[config.mk]
export PLATFORM = sky130hd
export DESIGN_NAME = cfg_byte_loader
export DESIGN_NICKNAME = d
export VERILOG_FILES = /design/src/rtl/cfg_loader_pkg.sv /design/src/rtl/cfg_clk_gen.sv /design/src/rtl/cfg_addr_gen.sv /design/src/rtl/cfg_serializer.sv /design/src/rtl/cfg_loader_ctrl.sv /design/src/rtl/cfg_byte_loader.sv
export SDC_FILE = /design/constraint.sdc
export NUM_CORES = 1
export LEC_CHECK = 0
export BUFFER_PORTS_ARGS = -buffer_cell sky130_fd_sc_hd__buf_2
export CAP_MARGIN = 10
export CORE_MARGIN = 10
export CORE_UTILIZATION = 45
export CTS_BUF_LIST = sky130_fd_sc_hd__clkbuf_8
export DETAILED_ROUTE_END_ITERATION = 10
export SLEW_MARGIN = 20
export SYNTH_ARGS = -nofsm -noshare
export SYNTH_HDL_FRONTEND = slang
export SYNTH_SLANG_ARGS = --single-unit
[constraint.sdc]
create_clock -name clk -period 4 [get_ports clk]
set_input_delay 1.2 -clock clk [delete_from_list [all_inputs] [get_ports clk]]
set_output_delay 1.2 -clock clk [all_outputs]
set_load 0.005 [all_outputs]
[src/rtl/cfg_loader_pkg.sv]
package cfg_loader_pkg;
  localparam int unsigned BYTE_W = 8;

  typedef enum logic [1:0] {
    LD_IDLE = 2'd0,
    LD_RUN  = 2'd1,
    LD_DONE = 2'd2
  } ld_state_e;
endpackage

[src/rtl/cfg_clk_gen.sv]
module cfg_clk_gen #(
  parameter int unsigned CLK_HALF = 2
) (
  input  logic clk,
  input  logic rst_n,
  input  logic clr,
  input  logic en,
  output logic cfg_clk,
  output logic shift_step
);
  localparam int unsigned PH_W = (CLK_HALF > 1) ? $clog2(CLK_HALF) : 1;
  localparam logic [PH_W-1:0] PH_LAST = PH_W'(CLK_HALF - 1);

  logic [PH_W-1:0] phase_q, phase_d;
  logic            cclk_q, cclk_d;
  logic            tick;

  assign tick = (phase_q == PH_LAST);

  always_comb begin
    phase_d = phase_q;
    cclk_d  = cclk_q;
    if (clr || !en) begin
      phase_d = '0;
      cclk_d  = 1'b0;
    end else if (tick) begin
      phase_d = '0;
      cclk_d  = ~cclk_q;
    end else begin
      phase_d = phase_q + 1'b1;
    end
  end

  always_ff @(posedge clk or negedge rst_n) begin
    if (!rst_n) begin
      phase_q <= '0;
      cclk_q  <= 1'b0;
    end else begin
      phase_q <= phase_d;
      cclk_q  <= cclk_d;
    end
  end

  assign cfg_clk    = cclk_q;
  assign shift_step = en && !clr && tick && cclk_q;


  clk_idle_low_chk: assert property (@(posedge clk) disable iff (!rst_n)
    (clr || !en) |=> !cfg_clk);


  clk_hold_chk: assert property (@(posedge clk) disable iff (!rst_n)
    (en && !clr && !tick) |=> $stable(cfg_clk));
endmodule

[src/rtl/cfg_addr_gen.sv]
module cfg_addr_gen #(
  parameter int unsigned ADDR_W = 16
) (
  input  logic              clk,
  input  logic              rst_n,
  input  logic              start,
  input  logic              desc_in,
  input  logic              advance,
  output logic [ADDR_W-1:0] addr
);
  logic [ADDR_W-1:0] addr_q, addr_d;
  logic              desc_q, desc_d;

  always_comb begin
    addr_d = addr_q;
    desc_d = desc_q;
    if (start) begin
      desc_d = desc_in;
      addr_d = desc_in ? {ADDR_W{1'b1}} : '0;
    end else if (advance) begin
      addr_d = desc_q ? (addr_q - 1'b1) : (addr_q + 1'b1);
    end
  end

  always_ff @(posedge clk or negedge rst_n) begin
    if (!rst_n) begin
      addr_q <= '0;
      desc_q <= 1'b0;
    end else begin
      addr_q <= addr_d;
      desc_q <= desc_d;
    end
  end

  assign addr = addr_q;


  addr_step_chk: assert property (@(posedge clk) disable iff (!rst_n)
    (advance && !start) |=> (addr == ($past(desc_q) ? $past(addr) - 1'b1
                                                    : $past(addr) + 1'b1)));


  addr_restart_chk: assert property (@(posedge clk) disable iff (!rst_n)
    start |=> (addr == ($past(desc_in) ? {ADDR_W{1'b1}} : {ADDR_W{1'b0}})));
endmodule

[src/rtl/cfg_serializer.sv]
module cfg_serializer
  import cfg_loader_pkg::*;
(
  input  logic              clk,
  input  logic              rst_n,
  input  logic              clr,
  input  logic              run,
  input  logic              rd_fire,
  input  logic [BYTE_W-1:0] rd_data,
  input  logic              shift_step,
  input  logic              more_bits,
  output logic              hold_full,
  output logic              sr_valid,
  output logic              ser_bit
);
  localparam int unsigned SC_W = $clog2(BYTE_W) + 1;
  localparam logic [SC_W-1:0] SC_FULL = SC_W'(BYTE_W);
  localparam logic [SC_W-1:0] SC_ONE  = SC_W'(1);

  logic [BYTE_W-1:0] hold_q, hold_d;
  logic              hfull_q, hfull_d;
  logic [BYTE_W-1:0] sr_q, sr_d;
  logic [SC_W-1:0]   scnt_q, scnt_d;
  logic              load;

  assign load = run && hfull_q &&
                ((scnt_q == '0) || (shift_step && scnt_q == SC_ONE));

  always_comb begin
    hold_d  = hold_q;
    hfull_d = hfull_q;
    sr_d    = sr_q;
    scnt_d  = scnt_q;
    if (clr) begin
      hfull_d = 1'b0;
      scnt_d  = '0;
    end else begin
      if (rd_fire) begin
        hold_d  = rd_data;
        hfull_d = 1'b1;
      end else if (load) begin
        hfull_d = 1'b0;
      end
      if (load) begin
        sr_d   = hold_q;
        scnt_d = SC_FULL;
      end else if (shift_step && scnt_q != '0) begin
        sr_d   = {1'b0, sr_q[BYTE_W-1:1]};
        scnt_d = scnt_q - 1'b1;
      end
    end
  end

  always_ff @(posedge clk or negedge rst_n) begin
    if (!rst_n) begin
      hold_q  <= '0;
      hfull_q <= 1'b0;
      sr_q    <= '0;
      scnt_q  <= '0;
    end else begin
      hold_q  <= hold_d;
      hfull_q <= hfull_d;
      sr_q    <= sr_d;
      scnt_q  <= scnt_d;
    end
  end

  assign hold_full = hfull_q;
  assign sr_valid  = (scnt_q != '0);
  assign ser_bit   = sr_q[0];


  no_gap_chk: assert property (@(posedge clk) disable iff (!rst_n)
    (run && !clr && shift_step && scnt_q == SC_ONE && more_bits) |-> hfull_q);


  no_overwrite_chk: assert property (@(posedge clk) disable iff (!rst_n)
    rd_fire |-> !hfull_q);
endmodule

[src/rtl/cfg_loader_ctrl.sv]
module cfg_loader_ctrl
  import cfg_loader_pkg::*;
#(
  parameter int unsigned CNT_W = 16
) (
  input  logic             clk,
  input  logic             rst_n,
  input  logic             start,
  input  logic [CNT_W-1:0] keep_cfg,
  input  logic [CNT_W-1:0] total_cfg,
  input  logic             shift_step,
  input  logic             rd_fire,
  output logic             run,
  output logic             done,
  output logic             fetch_more,
  output logic             more_bits,
  output logic             keep_sel
);
  localparam int unsigned FC_W = CNT_W + 1;
  localparam logic [FC_W-1:0] FC_STEP = FC_W'(BYTE_W);

  ld_state_e        st_q, st_d;
  logic [CNT_W-1:0] bcnt_q, bcnt_d;
  logic [FC_W-1:0]  fcnt_q, fcnt_d;
  logic [CNT_W-1:0] keep_q, keep_d;
  logic [CNT_W-1:0] total_q, total_d;
  logic             last_bit;

  assign last_bit = (bcnt_q == total_q - 1'b1);

  always_comb begin
    st_d    = st_q;
    bcnt_d  = bcnt_q;
    fcnt_d  = fcnt_q;
    keep_d  = keep_q;
    total_d = total_q;
    if (start) begin
      keep_d  = keep_cfg;
      total_d = total_cfg;
      bcnt_d  = '0;
      fcnt_d  = '0;
      st_d    = (total_cfg == '0) ? LD_DONE : LD_RUN;
    end else if (st_q == LD_RUN) begin
      if (rd_fire) begin
        fcnt_d = fcnt_q + FC_STEP;
      end
      if (shift_step) begin
        bcnt_d = bcnt_q + 1'b1;
        if (last_bit) begin
          st_d = LD_DONE;
        end
      end
    end
  end

  always_ff @(posedge clk or negedge rst_n) begin
    if (!rst_n) begin
      st_q    <= LD_IDLE;
      bcnt_q  <= '0;
      fcnt_q  <= '0;
      keep_q  <= '0;
      total_q <= '0;
    end else begin
      st_q    <= st_d;
      bcnt_q  <= bcnt_d;
      fcnt_q  <= fcnt_d;
      keep_q  <= keep_d;
      total_q <= total_d;
    end
  end

  assign run        = (st_q == LD_RUN);
  assign done       = (st_q == LD_DONE);
  assign fetch_more = (fcnt_q < {1'b0, total_q});
  assign more_bits  = !last_bit;
  assign keep_sel   = (bcnt_q < keep_q);


  zero_len_chk: assert property (@(posedge clk) disable iff (!rst_n)
    (start && total_cfg == '0) |=> done);


  done_hold_chk: assert property (@(posedge clk) disable iff (!rst_n)
    (done && !start) |=> done);
endmodule

[src/rtl/cfg_byte_loader.sv]
module cfg_byte_loader
  import cfg_loader_pkg::*;
#(
  parameter int unsigned ADDR_W   = 16,
  parameter int unsigned CNT_W    = 16,
  parameter int unsigned CLK_HALF = 2
) (
  input  logic              clk,
  input  logic              rst_n,
  input  logic              start,
  input  logic              mode_desc,
  input  logic [CNT_W-1:0]  keep_bits,
  input  logic [CNT_W-1:0]  stream_bits,
  output logic [ADDR_W-1:0] mem_addr,
  output logic              mem_rd,
  input  logic [BYTE_W-1:0] mem_data,
  output logic              cfg_clk,
  output logic              keep_data,
  output logic              keep_en,
  output logic              chain_out,
  output logic              done
);
  logic run, fetch_more, more_bits, keep_sel;
  logic hold_full, sr_valid, ser_bit;
  logic shift_step, clk_en, rd_fire, active;

  assign rd_fire = run && !start && !hold_full && fetch_more;
  assign clk_en  = run && sr_valid;
  assign active  = run && sr_valid;

  cfg_loader_ctrl #(.CNT_W(CNT_W)) u_ctrl (
    .clk        (clk),
    .rst_n      (rst_n),
    .start      (start),
    .keep_cfg   (keep_bits),
    .total_cfg  (stream_bits),
    .shift_step (shift_step),
    .rd_fire    (rd_fire),
    .run        (run),
    .done       (done),
    .fetch_more (fetch_more),
    .more_bits  (more_bits),
    .keep_sel   (keep_sel)
  );

  cfg_addr_gen #(.ADDR_W(ADDR_W)) u_addr (
    .clk     (clk),
    .rst_n   (rst_n),
    .start   (start),
    .desc_in (mode_desc),
    .advance (rd_fire),
    .addr    (mem_addr)
  );

  cfg_serializer u_ser (
    .clk        (clk),
    .rst_n      (rst_n),
    .clr        (start),
    .run        (run),
    .rd_fire    (rd_fire),
    .rd_data    (mem_data),
    .shift_step (shift_step),
    .more_bits  (more_bits),
    .hold_full  (hold_full),
    .sr_valid   (sr_valid),
    .ser_bit    (ser_bit)
  );

  cfg_clk_gen #(.CLK_HALF(CLK_HALF)) u_clk (
    .clk        (clk),
    .rst_n      (rst_n),
    .clr        (start),
    .en         (clk_en),
    .cfg_clk    (cfg_clk),
    .shift_step (shift_step)
  );

  assign mem_rd    = rd_fire;
  assign keep_en   = active && keep_sel;
  assign keep_data = active && keep_sel && ser_bit;
  assign chain_out = (active && !keep_sel) ? ser_bit : 1'b1;


  done_quiet_chk: assert property (@(posedge clk) disable iff (!rst_n)
    done |-> (!mem_rd && !cfg_clk));


  rd_pulse_chk: assert property (@(posedge clk) disable iff (!rst_n)
    mem_rd |=> !mem_rd);


  route_excl_chk: assert property (@(posedge clk) disable iff (!rst_n)
    keep_en |-> chain_out);
endmodule

# ---- After elaboration in Yosys (flattened, before gate mapping)
# Index checks and enable logic that the tools add are counted.
# Widths: inputs -> output; s select.
dict set report word_totals {
  ff_bits 107
  input_bits 44
  word_cells 92
}
dict set report classes {
  add_sub_neg 7
  order_cmp 2
  n_eq_ne 4
  n_mux 28
  bitwise_logic 2
  n_reduce_logical 36
}
# op count
set ops {}
lappend ops {{$mux 16} 7}
lappend ops {{$mux 17} 3}
lappend ops {{$add 16x1->16 const B} 2}
lappend ops {{$sub 16x1->16 const B} 2}
lappend ops {{$add 17x4->17 const B} 1}
lappend ops {{$lt 17x16->1} 1}
lappend ops {{$eq 16x16->1} 1}
lappend ops {{$logic_not 16->1} 1}
lappend ops {{$lt 16x16->1} 1}
lappend ops {{$mux 8} 2}
lappend ops {{$logic_and 1x1->1} 14}
lappend ops {{$mux 4} 3}
lappend ops {{$reduce_bool 2->1} 6}
lappend ops {{$mux 2} 5}
lappend ops {{$mux 1} 8}
lappend ops {{$reduce_and 2->1} 4}
lappend ops {{$reduce_bool 3->1} 2}
lappend ops {{$eq 4x1->1 const B} 1}
lappend ops {{$logic_not 1->1} 4}
lappend ops {{$logic_not 4->1} 1}
lappend ops {{$reduce_bool 4->1} 1}
lappend ops {{$sub 4x1->4 const B} 1}
lappend ops {{$reduce_and 3->1} 1}
lappend ops {{$eq 2x1->1 const B} 1}
lappend ops {{other kinds (4)} 6}

# ---- Logic depth before layout (Yosys ltp)
dict set report logic_depth {
  ltp_word 11
  mapped_depth 12
}

# ---- Modules after synthesis
# A second synthesis with hierarchy kept.
dict set report unflattened {
  hier_cells 715
  area_unflattened_um2 6653.9
}
# mod n_inst cells_each area_each_um2
set by_module_without_submodules {}
lappend by_module_without_submodules {cfg_loader_ctrl 1 431 3938.8}
lappend by_module_without_submodules {cfg_addr_gen 1 174 1470.2}
lappend by_module_without_submodules {cfg_serializer 1 97 1116.1}
lappend by_module_without_submodules {cfg_clk_gen 1 8 80.1}
lappend by_module_without_submodules {cfg_byte_loader 1 5 48.8}

# ---- Least setup slack after synthesis
# OpenSTA, ideal clock, no wires.
dict set report synth_timing {
  path_type {input to output}
  startpoint {input port start}
  endpoint {output port mem_rd}
  t_arrival_ns 2.461
  t_required_ns 2.800
  path_slack_ns 0.339
  stages 6
  n_path_buf 3
  path_cell_list {clkbuf_1 > nor4_1 > o211ai_1 > a21oi_1 > buf_2 > buf_1}
}
dict set report synth_via {
  elab_chain_len 4
}
# item line
set synth_lines {}
lappend synth_lines {{from (decl)} cfg_byte_loader.sv:10} ;# input logic start,
lappend synth_lines {{$logic_not 1->1} cfg_byte_loader.sv:27} ;# assign rd_fire = run && !start && !hold_full && fetch_more;
lappend synth_lines {{$logic_and 1x1->1 (3 in series)} cfg_byte_loader.sv:27}
lappend synth_lines {{to (decl)} cfg_byte_loader.sv:15} ;# output logic mem_rd,
# No other way between the ends.

# ---- Final worst setup path
dict set report layout_timing {
  startpoint {register u_ctrl.bcnt_q[10]}
  endpoint {output port keep_data}
}
dict set report layout_via {
  elab_chain_len 3
}
# item line
set layout_lines {}
lappend layout_lines {{from (decl)} cfg_loader_ctrl.sv:23} ;# logic [CNT_W-1:0] bcnt_q, bcnt_d;
lappend layout_lines {{from (signal assigned)} cfg_loader_ctrl.sv:65} ;# bcnt_q <= bcnt_d;
lappend layout_lines {{$lt 16x16->1} cfg_loader_ctrl.sv:76} ;# assign keep_sel = (bcnt_q < keep_q);
lappend layout_lines {{$logic_and 1x1->1 (2 in series)} cfg_byte_loader.sv:80} ;# assign keep_data = active && keep_sel && ser_bit;
lappend layout_lines {{to (decl)} cfg_byte_loader.sv:18} ;# output logic keep_data,
# No other way between the ends.

==> run summary <==
part of the power in registers - 0.494
Power Density - 375 nW/um^2
initial antenna violation count - 0
Max Cap Viol - 0
Worst R2R Start - u_addr.desc_q
top cell type's share of synthesized area - 0.417
dpl hpwl - 11000 um
maximum clock rate - 271 MHz
worst hold start - u_clk.phase_q
global route total overflow - 0
Die X - 138 um
drt pass-1 iters - 5
leak pwr - 3.26 nW
number of distinct library cells after synthesis - 57
# resized after CTS - 0
P_int - 1.73 mW
Worst Path Arrival - 2.49 ns
Top FF cell, synth - dfrtp_1
largest net degree at the start of global routing - 80
Fin. Hold Viols - 0
min Tclk post-route - 3.69 ns
total CTS buffers - 9
clock root cell - clkbuf_8
number of synthesized flops with an enable pin - 0
IO Port Bufs - 65
combinational share of power - 0.254
setup tns final - 0 ns
crit path kind - reg -> out
Final setup viols - 0
P_sw - 0.878 mW
reg2reg end - u_addr.addr[15]
DIE AREA - 19000 sq um
Mapped Cells - 668
critical path required time - 2.80 ns
Final Skew - 0.0220 ns
area leader, netlist - dfrtp_1
Chip Height - 138 um
Syn. warnings - 0
I/O pin cnt - 66
antenna cells - 0
Iter 0 DRT Violations - 274
syn avg cell area - 9.34 sq um
CTS Hold Buffers Added - 0
Worst Path Max Fanout - 8
Post-CTS Setup Bufs - 0
number of synthesized register bits - 104
drt wl/cell - 16.3 um
Final Slew Violations - 0
commonest non-fill, non-tap cell in the layout - dfrtp_1
flop2flop setup slack - 0.71 ns
Setup crit end kind - output port
TritonCTS clock tree - done
global-route wire length before repair - 24900 um
CP Launch Type - register
row cnt - 42
sequential element share of the synthesized area - 0.417
Routed WL - 14700 um
clock transition at the registers of the reported paths - 0.12 ns
fraction of layout cells with a size suffix above 1 - 0.153
Area growth syn-to-layout - 11.4%
core footprint - 13400 sq um
final worst-path cycle share - 0.922
Clock Sinks - 104
Max IR drop VDD - 0.250 mV
DRC - 0
Routed Antenna Nets - 0
top cells by area, synth - dfrtp_1, ha_1, o21ai_0
Worst-Skew Late Latency - 0.41 ns
H-tree depth - 3
Cell Area, Synth - 6240 sq um
cells on worst reg2reg path - 10
vias per cell - 5.50
worst slew pin tran - 0.746 ns
CTS max path bufs - 2
clock network power share - 0.252
end of the worst hold path - u_clk.phase_q
Hold WC Path Type - reg -> reg
Min-Delay Path Depth - 1
slew margin rel. - 0.490
gr usage total - 0.163
Placer Congestion - 0.846
initial core utilization - 0.466
status - finished clean
Area after DPL - 6750 sq um
switching fraction of total power - 0.337
ys async rst share - 1.00
via count - 4964
commonest non-fill, non-tap cells in the layout - dfrtp_1, nand2_1, buf_2
Syn Nets - 761
vias in the first global route - 4975
Finished Cell Area - 6950 sq um
final net count - 815
==> worst max-delay path, stage by stage (launching register included) <==
cell	delay, ns
dfrtp_1	0.52
ha_1	0.35
nand4_1	0.12
nor2_1	0.18
and4_1	0.22
a31oi_1	0.09
o21ai_0	0.25
nor2_1	0.08
and2_1	0.15
buf_2	0.12
==> state kept, by name, summed over array words and instances (netlist names), 2 cells and up <==
signal	cells
u_ctrl.keep_q	16
u_ser.hold_q	8
u_ser.scnt_q	4
u_ctrl.st_q	2
u_ctrl.total_q	16
u_ser.sr_q	8
u_ctrl.fcnt_q	14
u_addr.addr	16
u_ctrl.bcnt_q	16
==> logic make-up after synthesis <==
family,count (synthesis),synth area share
XOR/XNOR,58,0.0814
flip-flops,104,0.417
multiplexers,16,0.0279
adder cells (fa/ha/maj),49,0.0994
buffers and inverters,74,0.0453
AND/OR/NAND/NOR,214,0.173
AO/OA/AOI/OAI,153,0.156
==> layout make-up <==
class                      instances  area (sq um)
clock buffer                       9           124
clock inverter                     7          67.6
fill                            1279          6450
inverter                          44           165
multi-input combinational        490          3380
sequential                       104          2600
tap                              176           220
timing repair buffer              73           394
==> cell usage after synthesis, types with 3 or more instances <==
cell / count
dfrtp_1: 104
nand2_1: 67
o21ai_0: 57
ha_1: 48
nor2_1: 45
inv_1: 44
a21oi_1: 31
xnor2_1: 29
xor2_1: 29
clkbuf_1: 23
nand4_1: 19
a21o_1: 14
nor3_1: 14
a221o_1: 13
nand3_1: 12
nor4_1: 12
mux2_2: 11
a22oi_1: 7
and3_1: 7
nor2b_1: 7
nand2b_1: 6
mux2i_1: 5
or3_1: 5
buf_2: 4
o21a_1: 4
a211oi_1: 3
a31oi_1: 3
and2_1: 3
buf_1: 3
nor3b_1: 3
o21bai_1: 3
==> stage by stage <==
step / worst slack, ns / std cells / power (mW) / hold slack (ns) / util
global placement: 0.698 / 887 / 1.95 / 0.465 / 0.503
CTS: 0.238 / 903 / 2.64 / 0.496 / 0.518
global route: -0.0165 / 903 / 2.79 / 0.521 / 0.519
finish: 0.311 / 903 / 2.61 / 0.500 / 0.519
detailed placement: 0.661 / 887 / 1.98 / 0.477 / 0.503
floorplan: 0.339 / 668 / 1.76 / 0.451 / -
==> worst max-delay path by stage <==
stage | startpoint | to | slack (ns) | cells past startpoint
after floorplan | start | mem_rd | 0.34 | 6
after global placement | start | mem_rd | 0.70 | 5
after detailed placement | start | u_addr.addr[10] | 0.66 | 7
after CTS | u_ctrl.bcnt_q[7] | keep_data | 0.24 | 10
after global routing | u_ctrl.bcnt_q[7] | keep_data | -0.02 | 10
final | u_ctrl.bcnt_q[10] | keep_data | 0.31 | 9
==> power groups by stage <==
stage	Sequential (mW)	Combinational, mW	Clock [mW]
2_1_floorplan	1.28	0.477	0
3_3_place_gp	1.30	0.646	0
3_5_place_dp	1.31	0.671	0
4_1_cts	1.29	0.671	0.682
5_1_grt	1.31	0.758	0.723
6_report	1.29	0.662	0.657
==> per-layer routing <==
layer | vias to the layer above | part of all wire | wire [um] | GRT usage
li1 | 2469 | - | - | -
met2 | 79 | 0.48 | 7040 | 0.262
met1 | 2408 | 0.46 | 6820 | 0.212
met3 | 8 | 0.050 | 730 | 0.0459
met5 | - | 0 | 0 | 0
met4 | 0 | 0.0099 | 146 | 0.0411
No activity file was read; power rests on OpenSTA's default activity.
